`config.mk`:
```
export PLATFORM = sky130hd
export DESIGN_NAME = bcd_calendar_rtc
export DESIGN_NICKNAME = d
export VERILOG_FILES = /design/src/rtl/rtc_pkg.sv /design/src/rtl/rtc_bcd_field.sv /design/src/rtl/rtc_subsec.sv /design/src/rtl/rtc_event_unit.sv /design/src/rtl/bcd_calendar_rtc.sv
export SDC_FILE = /design/constraint.sdc
export NUM_CORES = 1
export LEC_CHECK = 0
export ABC_AREA = 1
export BUFFER_PORTS_ARGS = -buffer_cell sky130_fd_sc_hd__buf_4
export CAP_MARGIN = 20
export CORE_MARGIN = 10
export CORE_UTILIZATION = 35
export CTS_CLUSTER_DIAMETER = 40
export DETAILED_ROUTE_END_ITERATION = 8
export RECOVER_POWER = 100
export SETUP_SLACK_MARGIN = 0.15
export SLEW_MARGIN = 40
export SYNTH_ARGS = -nofsm -noshare
export SYNTH_HDL_FRONTEND = slang
export SYNTH_SLANG_ARGS = --single-unit
```
`constraint.sdc`:
```
create_clock -name clk -period 2.8 [get_ports clk]
set_input_delay 0.14 -clock clk [delete_from_list [all_inputs] [get_ports clk]]
set_output_delay 0.14 -clock clk [all_outputs]
set_load 0.005 [all_outputs]
```
`src/rtl/rtc_pkg.sv`:
```
package rtc_pkg;
  localparam int NFIELDS = 6;
  localparam int F_SEC = 0;
  localparam int F_MIN = 1;
  localparam int F_HR  = 2;
  localparam int F_DAY = 3;
  localparam int F_MON = 4;
  localparam int F_YR  = 5;

  localparam logic [7:0] OFS_ALARM = 8'h20;
  localparam logic [7:0] OFS_CTRL  = 8'h40;
  localparam logic [7:0] OFS_STAT  = 8'h44;
  localparam logic [7:0] OFS_IE    = 8'h48;

  localparam int CTRL_RUN   = 0;
  localparam int ST_ALARM   = 6;
  localparam int IE_TIMER   = 2;
  localparam int IE_ALARM   = 3;

  // Lowest legal value of each field (day and month start at 1).
  function automatic logic [7:0] field_floor(input int idx);
    return (idx == F_DAY || idx == F_MON) ? 8'h01 : 8'h00;
  endfunction

  // Last day of a month, all values in BCD.
  function automatic logic [7:0] month_last_day(input logic [7:0] mon,
                                                input logic [7:0] yr);
    logic [6:0] ybin;
    ybin = 7'(yr[7:4]) * 7'd10 + 7'(yr[3:0]);
    case (mon)
      8'h02:                     return (ybin[1:0] == 2'b00) ? 8'h29 : 8'h28;
      8'h04, 8'h06, 8'h09, 8'h11: return 8'h30;
      default:                   return 8'h31;
    endcase
  endfunction
endpackage

```
`src/rtl/rtc_bcd_field.sv`:
```
module rtc_bcd_field #(
  parameter logic [7:0] LOW = 8'h00
) (
  input  logic       clk,
  input  logic       rst,
  input  logic       inc,
  input  logic       ld,
  input  logic [7:0] ld_val,
  input  logic [7:0] lim,
  output logic [7:0] val,
  output logic [7:0] nxt
);
  always_comb begin
    if (!inc)                  nxt = val;
    else if (val >= lim)       nxt = LOW;
    else if (val[3:0] >= 4'h9) nxt = {val[7:4] + 4'h1, 4'h0};
    else                       nxt = val + 8'h01;
  end

  always_ff @(posedge clk) begin
    if (rst)     val <= LOW;
    else if (ld) val <= ld_val;
    else         val <= nxt;
  end
endmodule

```
`src/rtl/rtc_subsec.sv`:
```
module rtc_subsec #(
  parameter int TICKS_PER_SEC = 32768
) (
  input  logic clk,
  input  logic rst,
  input  logic tick,
  input  logic run,
  input  logic clr,
  output logic upd,
  output logic busy
);
  localparam int W = (TICKS_PER_SEC > 1) ? $clog2(TICKS_PER_SEC) : 1;
  localparam logic [W-1:0] LAST = W'(TICKS_PER_SEC - 1);

  logic [W-1:0] sub_q;

  always_ff @(posedge clk) begin
    if (rst || clr)       sub_q <= '0;
    else if (tick && run) sub_q <= (sub_q == LAST) ? '0 : sub_q + 1'b1;
  end

  assign upd  = tick && run && (sub_q == LAST) && !clr;
  assign busy = run && (sub_q == LAST);
endmodule

```
`src/rtl/rtc_event_unit.sv`:
```
module rtc_event_unit (
  input  logic       clk,
  input  logic       rst,
  input  logic       tick,
  input  logic       run,
  input  logic       upd,
  input  logic [3:0] unit_done,
  input  logic       match,
  input  logic       alm_clr,
  output logic [3:0] ev,
  output logic       alm_flag
);
  always_ff @(posedge clk) begin
    if (rst)              ev <= '0;
    else if (tick && run) ev <= upd ? unit_done : 4'h0;
  end

  always_ff @(posedge clk) begin
    if (rst)                alm_flag <= 1'b0;
    else if (upd && match)  alm_flag <= 1'b1;
    else if (alm_clr)       alm_flag <= 1'b0;
  end
endmodule

```
`src/rtl/bcd_calendar_rtc.sv`:
```
module bcd_calendar_rtc
  import rtc_pkg::*;
#(
  parameter int TICKS_PER_SEC = 32768,
  parameter int AW = 8
) (
  input  logic          clk,
  input  logic          rst,
  input  logic          tick,
  input  logic          wr_en,
  input  logic          rd_en,
  input  logic [AW-1:0] addr,
  input  logic [7:0]    wdata,
  output logic [7:0]    rdata,
  output logic          irq_timer,
  output logic          irq_alarm
);
  logic [NFIELDS-1:0][7:0] tv, nxt, lim, alarm_q;
  logic [NFIELDS-1:0]      inc, time_ld;
  logic [2:0]              fidx;
  logic                    word_ok, is_time, is_alarm, time_wr;
  logic                    run_q, ie_tmr, ie_alm;
  logic                    upd, busy, match, alm_clr, alm_flag;
  logic [3:0]              ev;
  logic [7:0]              rd_mux;

  // Address decode
  assign fidx     = addr[4:2];
  assign word_ok  = (addr[1:0] == 2'b00) && (fidx < 3'(NFIELDS));
  assign is_time  = word_ok && (addr[AW-1:5] == '0);
  assign is_alarm = word_ok && (addr[AW-1:5] == (AW-5)'(OFS_ALARM[7:5]));
  assign time_wr  = wr_en && is_time;
  assign alm_clr  = wr_en && (addr == AW'(OFS_STAT)) && wdata[ST_ALARM];

  // Field limits
  always_comb begin
    lim[F_SEC] = 8'h59;
    lim[F_MIN] = 8'h59;
    lim[F_HR]  = 8'h23;
    lim[F_DAY] = month_last_day(tv[F_MON], tv[F_YR]);
    lim[F_MON] = 8'h12;
    lim[F_YR]  = 8'h99;
  end

  rtc_subsec #(.TICKS_PER_SEC(TICKS_PER_SEC)) u_subsec (
    .clk(clk), .rst(rst), .tick(tick), .run(run_q), .clr(time_wr),
    .upd(upd), .busy(busy)
  );

  assign inc[0] = upd;

  for (genvar i = 0; i < NFIELDS; i++) begin : g_field
    assign time_ld[i] = time_wr && (fidx == 3'(i));
    if (i > 0) begin : g_carry
      assign inc[i] = inc[i-1] && (tv[i-1] >= lim[i-1]);
    end
    rtc_bcd_field #(.LOW(field_floor(i))) u_fld (
      .clk(clk), .rst(rst), .inc(inc[i]), .ld(time_ld[i]),
      .ld_val(wdata), .lim(lim[i]), .val(tv[i]), .nxt(nxt[i])
    );
    always_ff @(posedge clk) begin
      if (rst)                                    alarm_q[i] <= 8'h00;
      else if (wr_en && is_alarm && fidx == 3'(i)) alarm_q[i] <= wdata;
    end
  end

  // Alarm compares the value the fields take at this update
  always_comb begin
    match = 1'b1;
    for (int k = 0; k < NFIELDS; k++)
      if (nxt[k] != alarm_q[k]) match = 1'b0;
  end

  rtc_event_unit u_events (
    .clk(clk), .rst(rst), .tick(tick), .run(run_q), .upd(upd),
    .unit_done(inc[3:0]), .match(match), .alm_clr(alm_clr),
    .ev(ev), .alm_flag(alm_flag)
  );

  // Control and interrupt enable
  always_ff @(posedge clk) begin
    if (rst) begin
      run_q  <= 1'b0;
      ie_tmr <= 1'b0;
      ie_alm <= 1'b0;
    end else if (wr_en) begin
      if (addr == AW'(OFS_CTRL)) run_q <= wdata[CTRL_RUN];
      if (addr == AW'(OFS_IE)) begin
        ie_tmr <= wdata[IE_TIMER];
        ie_alm <= wdata[IE_ALARM];
      end
    end
  end

  // Read path
  always_comb begin
    rd_mux = 8'h00;
    if (is_time)                    rd_mux = tv[fidx];
    else if (is_alarm)              rd_mux = alarm_q[fidx];
    else if (addr == AW'(OFS_CTRL)) rd_mux = {7'b0, run_q};
    else if (addr == AW'(OFS_STAT)) rd_mux = {1'b0, alm_flag, ev, run_q, busy};
    else if (addr == AW'(OFS_IE))   rd_mux = {4'b0, ie_alm, ie_tmr, 2'b00};
  end

  always_ff @(posedge clk) begin
    if (rst) begin
      rdata     <= 8'h00;
      irq_timer <= 1'b0;
      irq_alarm <= 1'b0;
    end else begin
      if (rd_en) rdata <= rd_mux;
      irq_timer <= ev[0] && ie_tmr;
      irq_alarm <= alm_flag && ie_alm;
    end
  end
endmodule

```
## Word level (Yosys, flattened, before mapping)

Cells that the tools add are included.

- Register bits: 129
- Latch bits: 0
- RAM bits: 0
- ROM bits: 0
- Output and inout bits: 10
- Memories kept: 0

- Add/subtract/negate cells: 14
- Multiply operators: 1
- Divide/modulo/power cells: 0
- Magnitude comparators: 14
- Equality and inequality tests: 21
- Shift operators: 0
- Muxes and demuxes: 45
- Bitwise operators: 0
- Reductions and logical operators: 41

Operators by type and width:

| operator | count |
|---|---|
| two-way mux 8 bit | 28 |
| adder 8 x 1 -> 8 bit (second input constant) | 6 |
| binary-select mux 8 bit (select 3 bit) | 2 |
| inequality test 8 bit | 6 |
| logical AND 1 bit | 31 |
| adder 4 x 1 -> 4 bit (second input constant) | 6 |
| == test 8 x 7 -> 1 bit (second input constant) | 3 |
| greater-or-equal comparator 4 bit (second input constant) | 6 |
| == test 8 x 3 -> 1 bit (second input constant) | 2 |
| greater-or-equal comparator 8 x 7 -> 1 bit (second input constant) | 2 |
| adder 15 x 1 -> 15 bit (second input constant) | 1 |
| == test 15 bit (second input constant) | 1 |
| two-way mux 15 bit | 1 |
| two-way mux 7 bit | 2 |
| one-hot mux 5 bit (2 select lines) | 1 |
| two-way mux 1 bit | 9 |
| == test 8 x 2 -> 1 bit (second input constant) | 1 |
| == test 8 x 4 -> 1 bit (second input constant) | 1 |
| == test 8 x 5 -> 1 bit (second input constant) | 1 |
| greater-or-equal comparator 8 x 5 -> 1 bit (second input constant) | 1 |
| greater-or-equal comparator 8 x 6 -> 1 bit | 1 |
| greater-or-equal comparator 8 x 6 -> 1 bit (second input constant) | 1 |
| greater-or-equal comparator 8 bit (second input constant) | 1 |
| two-way mux 4 bit | 2 |
| other kinds (14) | 20 |

## Longest topological paths before layout

- Word-level depth: 16
- Mapped depth: 26

## Modules after synthesis

Synthesis repeated with hierarchy kept, for this count alone.

- Cells, all modules: 1866
- Area total of the unflattened synthesis: 11178.2 µm²

By module, submodules not included:

| module | times used | cells an instance | area an instance (µm²) | sequential area each (µm²) |
|---|---|---|---|---|
| bcd_calendar_rtc | 1 | 804 | 4659.5 | 1221.2 |
| rtc_bcd_field at g_field[1].u_fld ... | 3 | 149 | 893.4 | 160.2 |
| rtc_bcd_field at g_field[3].u_fld ... | 2 | 153 | 912.1 | 160.2 |
| rtc_bcd_field at g_field[0].u_fld | 1 | 147 | 919.6 | 160.2 |
| rtc_subsec | 1 | 123 | 858.3 | 300.3 |
| rtc_event_unit | 1 | 39 | 236.5 | 100.1 |

## Least setup slack after synthesis

Ideal clock, no wire load.

- Path type: reg-to-reg
- From: register g_field[4].u_fld.val[0]
- To: register u_events.alm_flag
- Library setup time: 0.070 ns
- Data arrival time: 2.639 ns
- Required time: 2.730 ns
- Slack: 0.091 ns
- Stages on the path, launching flop included: 25
- Cells stage by stage: dfxtp_1 > inv_1 > ha_1 > o21ai_0 > o21ai_0 > a32oi_1 > nand2_1 > inv_1 > ha_1 > and3_1 > nand2_1 > nand3_1 > inv_1 > nand3_1 > nand2_1 > nand2_1 > nand2_1 > nand2_1 > nor2_1 > nand2_1 > nor2_1 > nand2_1 > nor2_1 > nand2_1 > a21oi_1

- Longest elaborated chain between the ends: 12
- Elaborated cells on any way between the ends: 28

Ends and longest elaborated chain:

| what | RTL line | source |
|---|---|---|
| from (decl) | rtc_bcd_field.sv:10 | `output logic [7:0] val,` |
| from (signal assigned) | rtc_bcd_field.sv:22 | `else if (ld) val <= ld_val;` |
| from (signal assigned) | rtc_bcd_field.sv:23 | `else val <= nxt;` |
| == test 8 x 3 -> 1 bit, or another cell as far along | rtc_pkg.sv:30 | `case (mon)` |
| OR reduction 4 bit | rtc_pkg.sv:30 |  |
| one-hot mux 5 bit (2 select lines) | rtc_pkg.sv:30 |  |
| greater-or-equal comparator 8 x 6 -> 1 bit | rtc_bcd_field.sv:15 | `else if (val >= lim) nxt = LOW;` |
| two-way mux 8 bit | rtc_bcd_field.sv:15 |  |
| two-way mux 8 bit | rtc_bcd_field.sv:14 | `if (!inc) nxt = val;` |
| inequality test 8 bit | bcd_calendar_rtc.sv:71 | `if (nxt[k] != alarm_q[k]) match = 1'b0;` |
| two-way mux 1 bit (2 in a row) | bcd_calendar_rtc.sv:71 |  |
| two-way mux 1 bit (*) | bcd_calendar_rtc.sv:71 |  |
| logical AND 1 bit (*) | rtc_event_unit.sv:20 | `else if (upd && match) alm_flag <= 1'b1;` |
| two-way mux 1 bit / nonzero test 2 bit (equally long branches) | -- |  |
| to (signal assigned) | rtc_event_unit.sv:19 | `if (rst) alm_flag <= 1'b0;` |
| to (signal assigned) | rtc_event_unit.sv:20 |  |
| to (signal assigned) | rtc_event_unit.sv:21 | `else if (alm_clr) alm_flag <= 1'b0;` |
| to (decl) | rtc_event_unit.sv:11 | `output logic alm_flag` |

Mark *: on every way between the ends. The rest lies on a longest branch, timed or not.
A chain may end at the register's enable or synchronous reset.

## Worst setup path in the final report

- From: register g_field[4].u_fld.val[1]
- To: register u_events.alm_flag

Same word-level chain as after synthesis.

==> reports/results.tsv <==
stage	metric	value	unit
critical_path	data_arrival_time_of_the_critical_path	3.37	ns
floorplan	rows	57	
placed_design	pre_cts_ws	-0.235	ns
routing	drt_pass1_iterations	5	
cts	clock_latency	0.44	ns
synthesis	yosysUniqueCellTypes	47	
timing	setup_total_negative_slack	-0.304	ns
cts	clkSlewWorstSetupHoldPaths	0.06	ns
run	drv_cap	0	
placed_design	dpl.hpwl	24.0	mm
cts	clock_tree_from_tritoncts	yes	
critical_path	crit_path_max_fanout	4	
layout	layout.core_utilization	44.6	%
power_and_ir_drop	power_density	391	nW/um^2
power_and_ir_drop	p_total	0.00426	W
worst_hold_path	worstHoldPathType	primary input to flop	
synthesis	ys.flop_type	dfxtp_1	
synthesis	synthesis.area_per_instance	6.41	um^2
synthesis	number_of_register_bits_inferred_by_synthesis	129	
critical_path	crit_required	3.17	ns
floorplan	initial_core_util	35.7	%
power_and_ir_drop	p_sw	0.00112	W
routing	drt_drc_violations_left	0	
power_and_ir_drop	power.switching_fraction	26.2	%
status	outcome	finished, violations left	
power_and_ir_drop	power_leakage	4.86	nW
synthesis	mappedNetlistArea	8720	um^2
layout	nets	1529	
routing	antenna_left	0	
timing	final.min_clock_period	3.00	ns
critical_path	critical_path.endpoint_type	flop	
layout	final_layout_size_suffix_gt1_share	17.8	%
power_and_ir_drop	power.share.combinational	5.3	%
routing	avgRoutedWirePerCell	17.5	um
global_routing	grt_usage	19.6	%
critical_path	worst_setup_path_start_kind	flop	
layout	layout-area-overhead-vs-synth	24.8	%
power_and_ir_drop	vdd.ir_drop.worst	0.398	mV
cts	root_buffer	clkbuf_16	
floorplan	die_span_x	178	um
routing	viasPerCell	5.33	
placed_design	io_buffers	30	
cts	post_cts_hold_buffer_count	0	
routing	detailroute.via_count	9640	
global_routing	grt_pass1_wl	48.9	mm
layout	antenna_cells_inserted	0	
cts	cts-root-to-sink-buffers	2	
power_and_ir_drop	clock_power_share	51.5	%
critical_path	timing.setup.critical_path_class	flop to flop	
routing	drt_wl_total	31.7	mm
global_routing	grt_antenna_before_repair	0	
floorplan	die_outline_area	31600	um^2
timing	fin_ws	-0.196	ns
timing	rsz0062_at_grt	yes	
timing	worst_clock_skew	0.0119	ns
synthesis	async_flop_share	0	%
synthesis	syn-num-nets	1416	
routing	detail_route.iter0.violations	1010	
synthesis	yosys_warnings	0	
timing	max_clock_freq	334	MHz
timing	hold_violations	0	
timing	post-route-period-util	107	%
cts	cts_made_buffers	17	
timing	actual_slew_at_the_worst_max_slew_pin	0.648	ns
timing	finalSetupViolCount	2	
floorplan	pin_count	31	
global_routing	via_count_of_the_first_global_routing_pass	9006	
cts	clock_tree.htree_level_count	4	
synthesis	post_synth_inst_count	1359	
synthesis	synth-edff-count	0	
floorplan	die_height	178	um
placed_design	gp_routability_congestion	0.958	
cts	numClockSinks	129	
floorplan	floorplan.core_area	24400	um^2
layout	mostFrequentLayoutCells	305 x nand2_1, 182 x inv_1, 125 x dfxtp_1	
global_routing	pin_count_of_the_biggest_net_entering_global_routing	48	
timing	timing.max_slew.rel_slack	56.6	%
synthesis	yosysSeqAreaShare	29.6	%
power_and_ir_drop	cell_internal_pwr	0.00314	W
timing	final-max-slew-violation-count	0	
status	violations_in_the_final_reports	setup timing	
global_routing	remaining_overflow_grt	0	
power_and_ir_drop	sequential_power_share	43.3	%
layout	mostFrequentLayoutCell	nand2_1	
==> path summary, 6_finish.rpt <==
path         slack (ns)  cells past startpoint                               start                        endpoint
max               -0.20                     25  g_field[4].u_fld.val[1]$_SDFF_PP0_  u_events.alm_flag$_SDFFE_PP0P_
min                0.02                      3                               wr_en              run_q$_SDFFE_PP0P_
max reg2reg       -0.20                     25  g_field[4].u_fld.val[1]$_SDFF_PP0_  u_events.alm_flag$_SDFFE_PP0P_
min reg2reg        0.45                      2                 ie_alm$_SDFFE_PP0P_            irq_alarm$_SDFF_PP0_
==> critical path, stage by stage, from the launching register on <==
cell     delay (ns)
dfxtp_4        0.37
inv_4          0.05
ha_4           0.15
o21ai_2        0.15
o21ai_2        0.07
a32oi_2        0.19
nand2_1        0.08
inv_1          0.05
ha_1           0.22
and3_4         0.18
nand2_2        0.06
nand3_2        0.12
inv_4          0.12
buf_6          0.10
nand3_2        0.05
nand2_2        0.09
nand2_2        0.06
nand2_2        0.08
nand2_2        0.07
nor2_1         0.11
nand2_1        0.07
nor2_1         0.11
nand2_1        0.11
nor2_1         0.10
nand2_1        0.05
a21oi_1        0.12
==> synth_stat cells, types with 4 or more instances <==
master    number  area [um^2]
clkbuf_1      37          139
nand2_2        8         50.1
nor3_1        13         65.1
nand2_1      335         1260
xor2_1        11         96.3
a21oi_1      101          505
inv_1        192          721
dfxtp_1      129         2580
o21bai_1      13         97.6
a31oi_1        5         31.3
nor2_1        99          372
o21ai_0      116          581
ha_1          36          450
nor2_4         9          101
o22ai_1       22          138
a22oi_1       13         97.6
o211ai_1      18          135
nand3_1      115          576
a211oi_1       4         30.0
nand4_1       13         81.3
xnor2_1        5         43.8
nor2_2         5         31.3
buf_4          4         30.0
o221ai_1      15          131
==> layer usage <==
layer,vias to the layer above,global-route usage (%),part of all wire (%)
met5,-,0,0
met4,0,7.16,2.7
met3,59,3.76,7.3
met2,380,31.3,46
met1,4467,25.8,44
li1,4734,-,-
==> power by group through the flow <==
| stage | Combinational [W] | Sequential (W) | Clock, W |
|---|---|---|---|
| floorplan | 0.000120 | 0.00189 | 0 |
| global placement | 0.000218 | 0.00189 | 0 |
| detailed placement | 0.000218 | 0.00189 | 0 |
| CTS | 0.000219 | 0.00184 | 0.00220 |
| global route | 0.000244 | 0.00184 | 0.00226 |
| finish | 0.000224 | 0.00184 | 0.00219 |
==> final cells by class <==
type	instances	area, um^2
tap	324	405
multi-input combinational	987	5470
clock inverter	13	129
clock buffer	19	433
fill	2545	13500
sequential	129	2590
timing repair buffer	140	1100
inverter	197	754
==> state kept, by name (all words and copies together) (netlist names) <==
name and count:
irq_timer 1, u_subsec.sub_q 15, u_events.alm_flag 1, irq_alarm 1
rdata 8, run_q 1, ie_tmr 1, u_events.ev 4
g_field.u_fld.val 48, ie_alm 1, alarm_q 48
==> logic make-up after synthesis <==
| logic type | Yosys count | synth area share, % |
|---|---|---|
| xor gates and xnor gates | 16 | 1.61 |
| and+or+nand+nor | 619 | 31.9 |
| buffers and inverters | 243 | 10.7 |
| adders and majority gates | 36 | 5.17 |
| AOI/OAI and AO/OA | 316 | 21.0 |
| DFF | 129 | 29.6 |
==> per-stage QoR <==
step           std cells  hold WS (ns)  cell area, um^2
3_3_place_gp        1761         0.453             9900
5_1_grt             1809        0.0474            10900
3_5_place_dp        1761         0.434             9900
2_1_floorplan       1359         0.304             8720
4_1_cts             1801        0.0181            10600
6_report            1809        0.0227            10900
==> timing repair <==
action                                  4_1_cts  5_1_grt
endpoints found under the setup margin       10       18
endpoints found under the hold margin         0        0
setup buffers                                 8        8
gates resized for setup                      13       93
pin swaps                                    19       43
cloned                                        0        0
Note: power is estimated with default switching activity, not from simulation.
